===== src/rtl/iso_pkg.sv =====
package iso_pkg;
  typedef logic [1:0] lvl_t;
  localparam lvl_t LVL_RESET = 2'd0;
  localparam lvl_t LVL_LOCK1 = 2'd2;
  localparam lvl_t LVL_FINAL = 2'd3;
endpackage


===== src/rtl/iso_level_ctr.sv =====
module iso_level_ctr
  import iso_pkg::*;
(
  input  logic clk,
  input  logic rst_n,
  input  logic inc,
  output lvl_t lvl,
  output logic err
);
  always_ff @(posedge clk) begin
    if (!rst_n) begin
      lvl <= LVL_RESET;
      err <= 1'b0;
    end else if (inc) begin
      if (lvl == LVL_FINAL) err <= 1'b1;
      else                  lvl <= lvl + 2'd1;
    end
  end


  lvl_mono_chk: assert property (@(posedge clk) disable iff (!rst_n)
    $past(rst_n) |-> (lvl >= $past(lvl)));

  inc_err_chk: assert property (@(posedge clk) disable iff (!rst_n)
    (inc && lvl == LVL_FINAL) |=> (err && lvl == LVL_FINAL));
endmodule


===== src/rtl/iso_ext_reg.sv =====
module iso_ext_reg
  import iso_pkg::*;
#(
  parameter int EXT_W = 8
) (
  input  logic             clk,
  input  logic             rst_n,
  input  lvl_t             lvl,
  input  logic             wr,
  input  logic [EXT_W-1:0] wdata,
  output logic [EXT_W-1:0] ext
);
  logic take;
  assign take = wr && (lvl != LVL_FINAL) && (wdata >= ext);

  always_ff @(posedge clk) begin
    if (!rst_n)    ext <= '0;
    else if (take) ext <= wdata;
  end


  ext_grow_chk: assert property (@(posedge clk) disable iff (!rst_n)
    $past(rst_n) |-> (ext >= $past(ext)));

  ext_frozen_chk: assert property (@(posedge clk) disable iff (!rst_n)
    (lvl == LVL_FINAL) |=> $stable(ext));
endmodule


===== src/rtl/iso_bank_rule.sv =====
module iso_bank_rule
  import iso_pkg::*;
#(
  parameter int NSECT = 128,
  parameter int EXT_W = 8,
  localparam int SW    = $clog2(NSECT),
  localparam int SUM_W = ((SW > EXT_W) ? SW : EXT_W) + 1
) (
  input  lvl_t             lvl,
  input  logic [EXT_W-1:0] ext,
  input  logic [SW-1:0]    first,
  input  logic [SW-1:0]    last,
  input  logic [SW-1:0]    sector,
  output logic             deny
);
  localparam logic [SUM_W-1:0] LAST_SECT = SUM_W'(NSECT - 1);

  logic [SUM_W-1:0] sec_w, last_w, top_w, lim_w;
  logic in_l1, in_ext;

  always_comb begin
    sec_w  = {{(SUM_W-SW){1'b0}}, sector};
    last_w = {{(SUM_W-SW){1'b0}}, last};
    top_w  = last_w + {{(SUM_W-EXT_W){1'b0}}, ext};
    lim_w  = (top_w > LAST_SECT) ? LAST_SECT : top_w;
    in_l1  = (sector >= first) && (sector <= last);
    in_ext = (sec_w > last_w) && (sec_w <= lim_w);
    deny   = ((lvl >= LVL_LOCK1) && in_l1) || ((lvl == LVL_FINAL) && in_ext);
  end
endmodule


===== src/rtl/iso_level_ctrl.sv =====
module iso_level_ctrl
  import iso_pkg::*;
#(
  parameter int NBANK = 2,
  parameter int NSECT = 128,
  parameter int EXT_W = 8,
  localparam int SW = $clog2(NSECT),
  localparam int BW = (NBANK > 1) ? $clog2(NBANK) : 1
) (
  input  logic                clk,
  input  logic                rst_n,
  input  logic [NBANK*SW-1:0] cfg_first,
  input  logic [NBANK*SW-1:0] cfg_last,
  input  logic                lvl_inc,
  input  logic                ext_wr,
  input  logic [EXT_W-1:0]    ext_wdata,
  input  logic                req_valid,
  output logic                req_ready,
  input  logic [BW-1:0]       req_bank,
  input  logic [SW-1:0]       req_sector,
  output logic                rsp_valid,
  input  logic                rsp_ready,
  output logic                rsp_allow,
  output logic [1:0]          level,
  output logic                inc_err
);
  lvl_t             lvl;
  logic [EXT_W-1:0] ext;
  logic [SW-1:0]    first_q [NBANK];
  logic [SW-1:0]    last_q  [NBANK];
  logic [NBANK-1:0] deny_vec;

  always_ff @(posedge clk) begin
    if (!rst_n) begin
      for (int b = 0; b < NBANK; b++) begin
        first_q[b] <= cfg_first[b*SW +: SW];
        last_q[b]  <= cfg_last[b*SW +: SW];
      end
    end
  end

  iso_level_ctr u_lvl (.clk(clk), .rst_n(rst_n), .inc(lvl_inc), .lvl(lvl), .err(inc_err));

  iso_ext_reg #(.EXT_W(EXT_W)) u_ext (
    .clk(clk), .rst_n(rst_n), .lvl(lvl), .wr(ext_wr), .wdata(ext_wdata), .ext(ext));

  for (genvar g = 0; g < NBANK; g++) begin : g_bank
    iso_bank_rule #(.NSECT(NSECT), .EXT_W(EXT_W)) u_rule (
      .lvl(lvl), .ext(ext), .first(first_q[g]), .last(last_q[g]),
      .sector(req_sector), .deny(deny_vec[g]));
  end

  assign req_ready = !rsp_valid || rsp_ready;
  assign level     = lvl;

  always_ff @(posedge clk) begin
    if (!rst_n) begin
      rsp_valid <= 1'b0;
      rsp_allow <= 1'b1;
    end else if (req_ready) begin
      rsp_valid <= req_valid;
      if (req_valid) rsp_allow <= !deny_vec[req_bank];
    end
  end


  rsp_hold_chk: assert property (@(posedge clk) disable iff (!rst_n)
    (rsp_valid && !rsp_ready) |=> (rsp_valid && $stable(rsp_allow)));

  low_allow_chk: assert property (@(posedge clk) disable iff (!rst_n)
    (req_valid && req_ready && lvl < LVL_LOCK1) |=> rsp_allow);
endmodule


===== config.mk =====
export PLATFORM = sky130hd
export DESIGN_NAME = iso_level_ctrl
export DESIGN_NICKNAME = d
export VERILOG_FILES = /design/src/rtl/iso_pkg.sv /design/src/rtl/iso_level_ctr.sv /design/src/rtl/iso_ext_reg.sv /design/src/rtl/iso_bank_rule.sv /design/src/rtl/iso_level_ctrl.sv
export SDC_FILE = /design/constraint.sdc
export NUM_CORES = 1
export LEC_CHECK = 0
export BUFFER_PORTS_ARGS = -buffer_cell sky130_fd_sc_hd__clkbuf_2
export CORE_UTILIZATION = 40
export CTS_CLUSTER_DIAMETER = 60
export DETAILED_ROUTE_END_ITERATION = 10
export HOLD_SLACK_MARGIN = 0.08
export PLACE_DENSITY = 0.6
export SLEW_MARGIN = 10
export SYNTH_ARGS = -nofsm -noshare
export SYNTH_HDL_FRONTEND = slang
export SYNTH_HIERARCHICAL = 1
export SYNTH_SLANG_ARGS = --single-unit

===== constraint.sdc =====
create_clock -name clk -period 4.2 [get_ports clk]
set_clock_uncertainty 0.2 [all_clocks]
set_input_delay 0.84 -clock clk [delete_from_list [all_inputs] [get_ports clk]]
set_output_delay 0.84 -clock clk [all_outputs]
set_load 0.005 [all_outputs]

# After elaboration in Yosys (flattened, before gate mapping)
# Memories as Yosys holds them, arrays and structs flattened.
# Index checks and enable logic that the tools add are counted.
[word_totals]
regBits = 13
mem_bits_rw = 28
inputBits = 50
out_inout_bits = 6
elab_cells = 49
n_memories = 2
[classes]
add_sub_neg = 3
n_lt_le_gt_ge = 13
eq_ne = 2
n_mux = 5
n_bitwise = 1
reduce_logical = 18
[memory_table]
columns = ["memory", "words", "word_bits", "rd", "rd_ports_with_merged_regs", "write_ports", "line_no", "source"]
rows = [
  ["first_q", 2, 7, 2, 0, 2, "iso_level_ctrl.sv:29", "logic [SW-1:0] first_q [NBANK];"],
  ["last_q", 2, 7, 2, 0, 2, "iso_level_ctrl.sv:30", "logic [SW-1:0] last_q [NBANK];"],
]
[ops]
columns = ["operator", "n"]
rows = [
  ["7-bit by 8-bit adder with 9-bit output", 2],
  ["9-bit by 7-bit > comparator with 1-bit output, second input constant", 2],
  ["7-bit by 9-bit <= comparator with 1-bit output", 2],
  ["9-bit 2-to-1 mux", 2],
  ["7-bit >= comparator", 2],
  ["7-bit > comparator", 2],
  ["7-bit <= comparator", 2],
  ["1-bit logical AND", 10],
  ["8-bit >= comparator", 1],
  ["2-bit AND reduction", 3],
  ["1-bit logical OR", 3],
  ["1-bit 2-to-1 mux", 3],
  ["2-bit by 1-bit adder with 2-bit output, second input constant", 1],
  ["2-bit equality test, second input constant", 1],
  ["2-bit >= comparator, second input constant", 1],
  ["1-bit logical NOT", 2],
  ["1-bit by 2-bit < comparator with 1-bit output, second input constant", 1],
  ["2-bit inequality test, second input constant", 1],
  ["1-bit inverter", 1],
]

# Logic depth before layout (Yosys ltp)
# Gate-level depths: netlist of run 1.
# An unclocked memory read counts as a cell.
[depth]
word_depth = 11
ltp_mapped = 15
depth_no_buf = 15

# Hierarchy
# Netlist of run 1, hierarchy kept.
[modules_own_cells]
columns = ["mod", "instances", "cells_per_inst", "area_per_inst_um2", "seq_area_each_um2"]
rows = [
  ["iso_bank_rule", 2, 110, 838.3, 0.0],
  ["iso_level_ctrl", 1, 37, 927.1, 880.8],
  ["iso_ext_reg", 1, 63, 524.3, 160.2],
  ["iso_level_ctr", 1, 13, 135.1, 60.1],
]

# Least setup slack after synthesis of run 1
# No wires, ideal clock.
[synth_timing]
kind = "reg-to-reg"
start = "memory last_q[0][7] in the netlist's numbering"
end = "register rsp_allow"
setup_ns = 0.123
t_arrival_ns = 3.231
required_time_ns = 3.877
slack_ns = 0.646
stages_incl_launch_ff = 15
path_buffers = 0
synth_period_minus_slack_ns = 3.554
cell_sequence = "edfxtp_1 -> ha_1 -> fa_1 -> a211oi_1 -> o21bai_1 -> nor4_2 -> nor2b_2 -> or2_1 -> ha_1 -> nand2_1 -> or2_2 -> a41o_1 -> mux2i_1 -> mux2i_1 -> a311o_1"
[synth_lines]
columns = ["element", "line_no", "source"]
rows = [
  ["start, declared", "iso_level_ctrl.sv:30", ""],
  ["end signal, assigned", "iso_level_ctrl.sv:62", "if (req_valid) rsp_allow <= !deny_vec[req_bank];"],
  ["end, declared", "iso_level_ctrl.sv:23", "output logic rsp_allow,"],
]

==> results.cfg, run 1 <==
[run_status]
outcome = complete, no violations

[hold_path]
hold_path_depth = 2
min_to = u_lvl/err$_SDFFE_PN0P_
hp-class = reg2reg
worstHoldStart = u_lvl/err$_SDFFE_PN0P_

[cts]
cts_buffer_depth = 2
htreeDepth = 2
clk_pin_slew_ns = 0.08
post_cts_resized = 0
clock-root-buffer = clkbuf_8
cts_buffers = 5
cts_setup_buffers = 0
cts_tree = done
worst_skew_pair.late_latency_ns = 0.29
cts_hold_buf = 0
clock_sinks = 41

[setup_path]
crit_chain = ha_1, fa_1, a211oi_1, o21bai_1, nor4_2, nor2b_2, or2_1, ha_1, nand2_1, or2_2, a41o_1, mux2i_1, mux2i_1, a311o_1
critical_path.max_stage_delay_ns = 0.43
cp_slowest_cell = fa_1
end_kind = register
timing.rr.start = last_q[0][0]$_DFFE_PN_
reg2reg_depth = 14
crit_family = compound AO/OA/AOI/OAI gates
crit_type = reg2reg
reg2reg_slack_ns = 0.27
cp.required_ns = 4.19
timing.rr.end = rsp_allow$_SDFFE_PN1P_
worst-path-buf-inv = 0
start_kind = register
cp.arrival_ns = 3.92
cp_max_fo = 5

[timing]
finalHoldViolations = 0
max_slew.worst_pin.slew_ns = 0.530
min_period_ns = 3.93
finalCritPeriodShare = 0.936
slew_headroom = 0.646
fmax_mhz = 254
rsz0062_at_grt = false
fin_tns_setup_ns = 0
finalMaxSlewViolations = 0
finalSetupViolCount = 0
whs_ns = 0.318

[power_and_ir_drop]
power_density_mw_per_mm2 = 314
peakVddDrop_mv = 0.127
p_leak_nw = 1.81

[global_routing]
grt_pass1_wl_mm = 11.6
grt_max_degree = 23
gr-total-overflow = 0
antenna_found_initial = 0
grt_pass1_vias = 2488
grt.total_usage = 0.177

[placed_design]
postPlaceCellArea_mm2 = 0.00365
hpwl_mm = 5.57
post-place-cells = 488
place_congestion = 0.811
port_buffers = 55

[drt]
routed_wl_mm = 7.01
dr.pass1.iters = 4
drtIter0Drc = 85
wire_per_inst_um = 14.1
viasPerCell = 5.22
dr_total_vias = 2587
drc_errors = 0
ant_nets = 0

[synthesis]
synth_edf_count = 28
synthArstFlopShare = 0
syn_area_mm2 = 0.00326
yosys_most_used_dff = edfxtp_1
ys_warn_count = 6
ys_seq_area_frac = 0.337
synth_cells = 333
synth_nets = 450
yosys.cell_types.count = 41
avgSynthCellArea_um2 = 9.80
ys_ff_latch = 41

[die]
dieArea_mm2 = 0.00852
design.portCount = 56
rows = 32
die_w_um = 92.3
fp.dieH_um = 92.3
start_util = 0.418
design.core.area_mm2 = 0.00781

[flow_run]
drv_cap = 0

[cells_and_area]
fillers = 745
mostFrequentLayoutCell = ha_1
area.growth.synth_to_final_pct = 15.3
final_cells = 496
layout_common_cells = ha_1 (65), clkbuf_2 (55), inv_1 (39)
fin_area_mm2 = 0.00376
antennaDiodeCount = 0
layout-drive-gt1-share = 0.185
nNetsFinal = 510
==> worst max path at each step <==
stage | start | endpoint | slack (ns) | cells after the start
3_3_place_gp | u_ext/ext[0]$_SDFFE_PN0P_ | rsp_allow$_SDFFE_PN1P_ | 0.42 | 14
2_1_floorplan | last_q[0][7]$_DFFE_PN_ | rsp_allow$_SDFFE_PN1P_ | 0.65 | 14
6_report | last_q[0][0]$_DFFE_PN_ | rsp_allow$_SDFFE_PN1P_ | 0.27 | 14
4_1_cts | last_q[0][0]$_DFFE_PN_ | rsp_allow$_SDFFE_PN1P_ | 0.31 | 14
5_1_grt | last_q[0][7]$_DFFE_PN_ | rsp_allow$_SDFFE_PN1P_ | 0.05 | 14
3_5_place_dp | last_q[0][0]$_DFFE_PN_ | rsp_allow$_SDFFE_PN1P_ | 0.37 | 14
==> worst register-to-register path, delay by kind of cell (launching register included) <==
family	cells	cell delay [ns]
fa+ha+maj	3	0.93
mux	2	0.36
flops	1	0.41
compound gates	4	0.96
simple gates	5	0.96
==> registers in the layout, indices dropped and copies added (netlist names) <==
signal / cells
rsp_valid: 1
u_lvl/err: 1
last_q: 14
first_q: 14
u_ext/ext: 8
u_lvl/lvl: 2
rsp_allow: 1
==> per-layer routing <==
metal / track usage / up-vias / part of all wire
met5: 0 / - / 0
met2: 0.297 / 65 / 0.46
met4: 0.0547 / 0 / 0.010
met1: 0.230 / 1171 / 0.49
met3: 0.0320 / 6 / 0.042
li1: - / 1345 / -
==> report_power, final <==
| part | internal (W) | switching, W | total (W) |
|---|---|---|---|
| clock network | 0.000177 | 0.000137 | 0.000313 |
| registers | 0.000465 | 0.0000295 | 0.000495 |
| logic | 0.000170 | 0.000204 | 0.000374 |
| total | 0.000812 | 0.000370 | 0.00118 |
==> per-stage QoR <==
step	worst slack, ns	power [W]	utilization
after detailed placement	0.370	0.000876	0.468
after floorplan	0.646	0.000768	-
after CTS	0.314	0.00119	0.482
after global placement	0.418	0.000865	0.468
final	0.269	0.00118	0.482
after global routing	0.0540	0.00127	0.482
==> kinds of logic after synthesis <==
group / synth area share
and+or+nand+nor: 0.150
AOI/OAI and AO/OA: 0.148
adders and majority gates: 0.262
buffers and inverters: 0.0506
DFF: 0.337
muxes: 0.0368
xor gates and xnor gates: 0.0161
==> synthesized netlist by cell type (9+ instances only) <==
library cell  count  area share
o21ai_0           9       0.014
nand2_1          32       0.037
ha_1             65        0.25
mux2i_1          12       0.037
inv_1            39       0.045
nor2_1           10       0.012
dfxtp_1          13       0.080
a21oi_1          30       0.046
nand3_1          14       0.021
edfxtp_1         28        0.26
==> layout make-up <==
class	count	area, um2	area share
clock inverters	2	35.0	0.00931
repair buffers	56	283	0.0752
flip-flops and latches	41	1100	0.293
inverters	39	146	0.0389
clock buffers	6	72.6	0.0193
well taps	102	128	0.0339
multi-input cells	250	2000	0.531
No activity file was read; power rests on OpenSTA's default activity.
==> run 2: changes to the inputs <==
ABC_AREA = 1   (was not set)
==> run 2 against run 1 <==
Fmax rose by 26%. Global-route usage up 0.44 points. Clock power fell by 16%. Combinational power rose by 45%. Utilization is 1.2 points lower. First-iteration DRC count increased by 9.4%. Via count rose by 21%. Highest routed layer unchanged.
==> results.cfg, run 2 <==
[synthesis]
yosys_most_used_dff = edfxtp_1
synth_nets = 590
yosysMostFrequentCell = nand2_1
netlist_top_cells_count = nand2_1 (110), inv_1 (95), ha_1 (65)
ys_ff_latch = 41
synth.largest_area_cell = edfxtp_1
synth_edf_count = 28
synth_cells = 473
yosys.cell_types.count = 25
synthTopCellsByArea = edfxtp_1 (23%), ha_1 (22%), nand2_1 (11%)
avgSynthCellArea_um2 = 7.72
ys_warn_count = 6
ys_seq_area_frac = 0.302
netlist.area_leader.share = 0.230
syn_area_mm2 = 0.00365
synthArstFlopShare = 0

[placed_design]
place_congestion = 0.816
post-place-cells = 634
port_buffers = 55
hpwl_mm = 6.31

[die]
start_util = 0.417
fp.dieH_um = 97.5
design.portCount = 56
die_w_um = 97.5
design.core.area_mm2 = 0.00876
dieArea_mm2 = 0.00951
rows = 34

[setup_path]
start_kind = register
reg2reg_depth = 24
crit_type = reg2reg
cp.arrival_ns = 3.11
timing.rr.end = rsp_allow$_SDFFE_PN1P_
timing.rr.start = last_q[0][7]$_DFFE_PN_
cp.required_ns = 4.19
end_kind = register
cp_max_fo = 6
reg2reg_slack_ns = 1.08

[hold_path]
worstHoldStart = u_lvl/err$_SDFFE_PN0P_
hp-class = reg2reg
hold_path_depth = 2
min_to = u_lvl/err$_SDFFE_PN0P_

[drt]
routed_wl_mm = 7.84
viasPerCell = 4.89
drtIter0Drc = 93
ant_nets = 0
drc_errors = 0
dr.pass1.iters = 5
wire_per_inst_um = 12.2
dr_total_vias = 3141

[global_routing]
antenna_found_initial = 0
grt.total_usage = 0.181
gr-total-overflow = 0
grt_max_degree = 19
grt_pass1_wl_mm = 13.8
grt_pass1_vias = 3088

[timing]
finalCritPeriodShare = 0.744
finalMaxSlewViolations = 0
rsz0062_at_grt = false
max_slew.worst_pin.slew_ns = 0.704
fin_tns_setup_ns = 0
finalSetupViolCount = 0
slew_headroom = 0.528
fmax_mhz = 320
min_period_ns = 3.12
finalHoldViolations = 0

[cells_and_area]
final_cells = 642
layout-drive-gt1-share = 0.172
layout_common_cells = nand2_1 (110), inv_1 (95), ha_1 (65)
area.growth.synth_to_final_pct = 12.8
antennaDiodeCount = 0
reg_top3 = first_q x14, last_q x14, u_ext/ext x8
mostFrequentLayoutCell = nand2_1
nNetsFinal = 650

[cts]
clock-root-buffer = clkbuf_8
cts_tree = done
cts_buffer_depth = 2
clock_sinks = 41
clk_pin_slew_ns = 0.09
htreeDepth = 2
worst_skew_pair.late_latency_ns = 0.30
cts_buffers = 5
post_cts_resized = 0
cts_hold_buf = 0
cts_setup_buffers = 0

[power_and_ir_drop]
p_leak_nw = 2.26
power_density_mw_per_mm2 = 318
peakVddDrop_mv = 0.114

[flow_run]
drv_cap = 0

[run_status]
outcome = complete, no violations
## run 2: changes by cell type after synthesis, moves of 5 or more
cell / before / now
nand2_1: 32 / 110
nor2_2: 0 / 7
nor2_1: 10 / 38
nand3_2: 0 / 7
o21ai_0: 9 / 4
a21o_1: 6 / 1
inv_1: 39 / 95
nand3b_1: 0 / 8
nand2_2: 0 / 5
a21oi_2: 0 / 5
nand3_1: 14 / 35
and3_1: 6 / 0
o211ai_1: 6 / 0
mux2i_1: 12 / 0
## run 2: worst max path at each step
stage               depth (start not counted)                endpoint                   start  slack [ns]
finish                                     24  rsp_allow$_SDFFE_PN1P_  last_q[0][7]$_DFFE_PN_        1.08
floorplan                                  24  rsp_allow$_SDFFE_PN1P_  last_q[0][7]$_DFFE_PN_        1.37
detailed placement                         24  rsp_allow$_SDFFE_PN1P_  last_q[0][7]$_DFFE_PN_        1.08
global placement                           24  rsp_allow$_SDFFE_PN1P_  last_q[0][7]$_DFFE_PN_        1.14
global route                               24  rsp_allow$_SDFFE_PN1P_  last_q[0][0]$_DFFE_PN_        0.72
CTS                                        24  rsp_allow$_SDFFE_PN1P_  last_q[0][7]$_DFFE_PN_        1.08
## run 2: stage by stage
stage / area [um2] / hold slack [ns] / power, W / utilization / setup slack, ns
final: 4120 / 0.278 / 0.00131 / 0.470 / 1.08
after CTS: 4120 / 0.289 / 0.00133 / 0.470 / 1.08
after floorplan: 3650 / 0.260 / 0.000926 / - / 1.37
after global placement: 4030 / 0.262 / 0.00105 / 0.460 / 1.14
after detailed placement: 4030 / 0.263 / 0.00106 / 0.460 / 1.08
after global routing: 4120 / 0.313 / 0.00145 / 0.470 / 0.720
## run 2: report_power, final
group	internal (W)	switching (W)	total [W]	leakage [nW]
clock network	0.000115	0.000146	0.000262	0.0436
registers	0.000469	0.0000369	0.000506	0.382
logic	0.000223	0.000321	0.000544	1.84
total	0.000807	0.000504	0.00131	2.26
## run 2: kinds of logic after synthesis
group | count (synthesis) | synth area share
buffers and inverters | 101 | 0.111
adder cells (fa/ha/maj) | 67 | 0.234
XOR/XNOR | 6 | 0.0144
flip-flops | 41 | 0.302
AO/OA/AOI/OAI | 43 | 0.0685
AND/OR/NAND/NOR | 215 | 0.271
## run 2: layer usage
metal	up-vias	routed length, um	track usage
li1	1647	-	-
met1	1413	3830	0.240
met2	70	3570	0.303
met3	11	348	0.0302
met4	0	92	0.0532
met5	-	0	0
## run 2: area by class of cell
type                       instances  area, um2
fill                             902       4650
multi-input combinational        331       2150
sequential                        41       1100
inverter                          98        368
timing repair buffer              56        283
tap                              108        135
clock buffer                       5       68.8
clock inverter                     3       16.3
## run 2: critical path, cell delays in order, from the launching register on
cell and delay [ns]:
edfxtp_1 0.44, ha_1 0.25, fa_1 0.41, nand2_1 0.09
nand3_2 0.07, nand2_1 0.09, nor2_1 0.06, nor2_2 0.16
nand3_4 0.11, nor2_1 0.12, ha_1 0.25, nand2_1 0.09
inv_1 0.04, nand2_1 0.05, nand2_1 0.05, nand2_1 0.05
nand3_1 0.06, nand2_1 0.06, nand3_1 0.06, nand2_1 0.06
inv_1 0.04, nand2_1 0.04, nand2_1 0.05, nand2_1 0.05
nand3_1 0.05
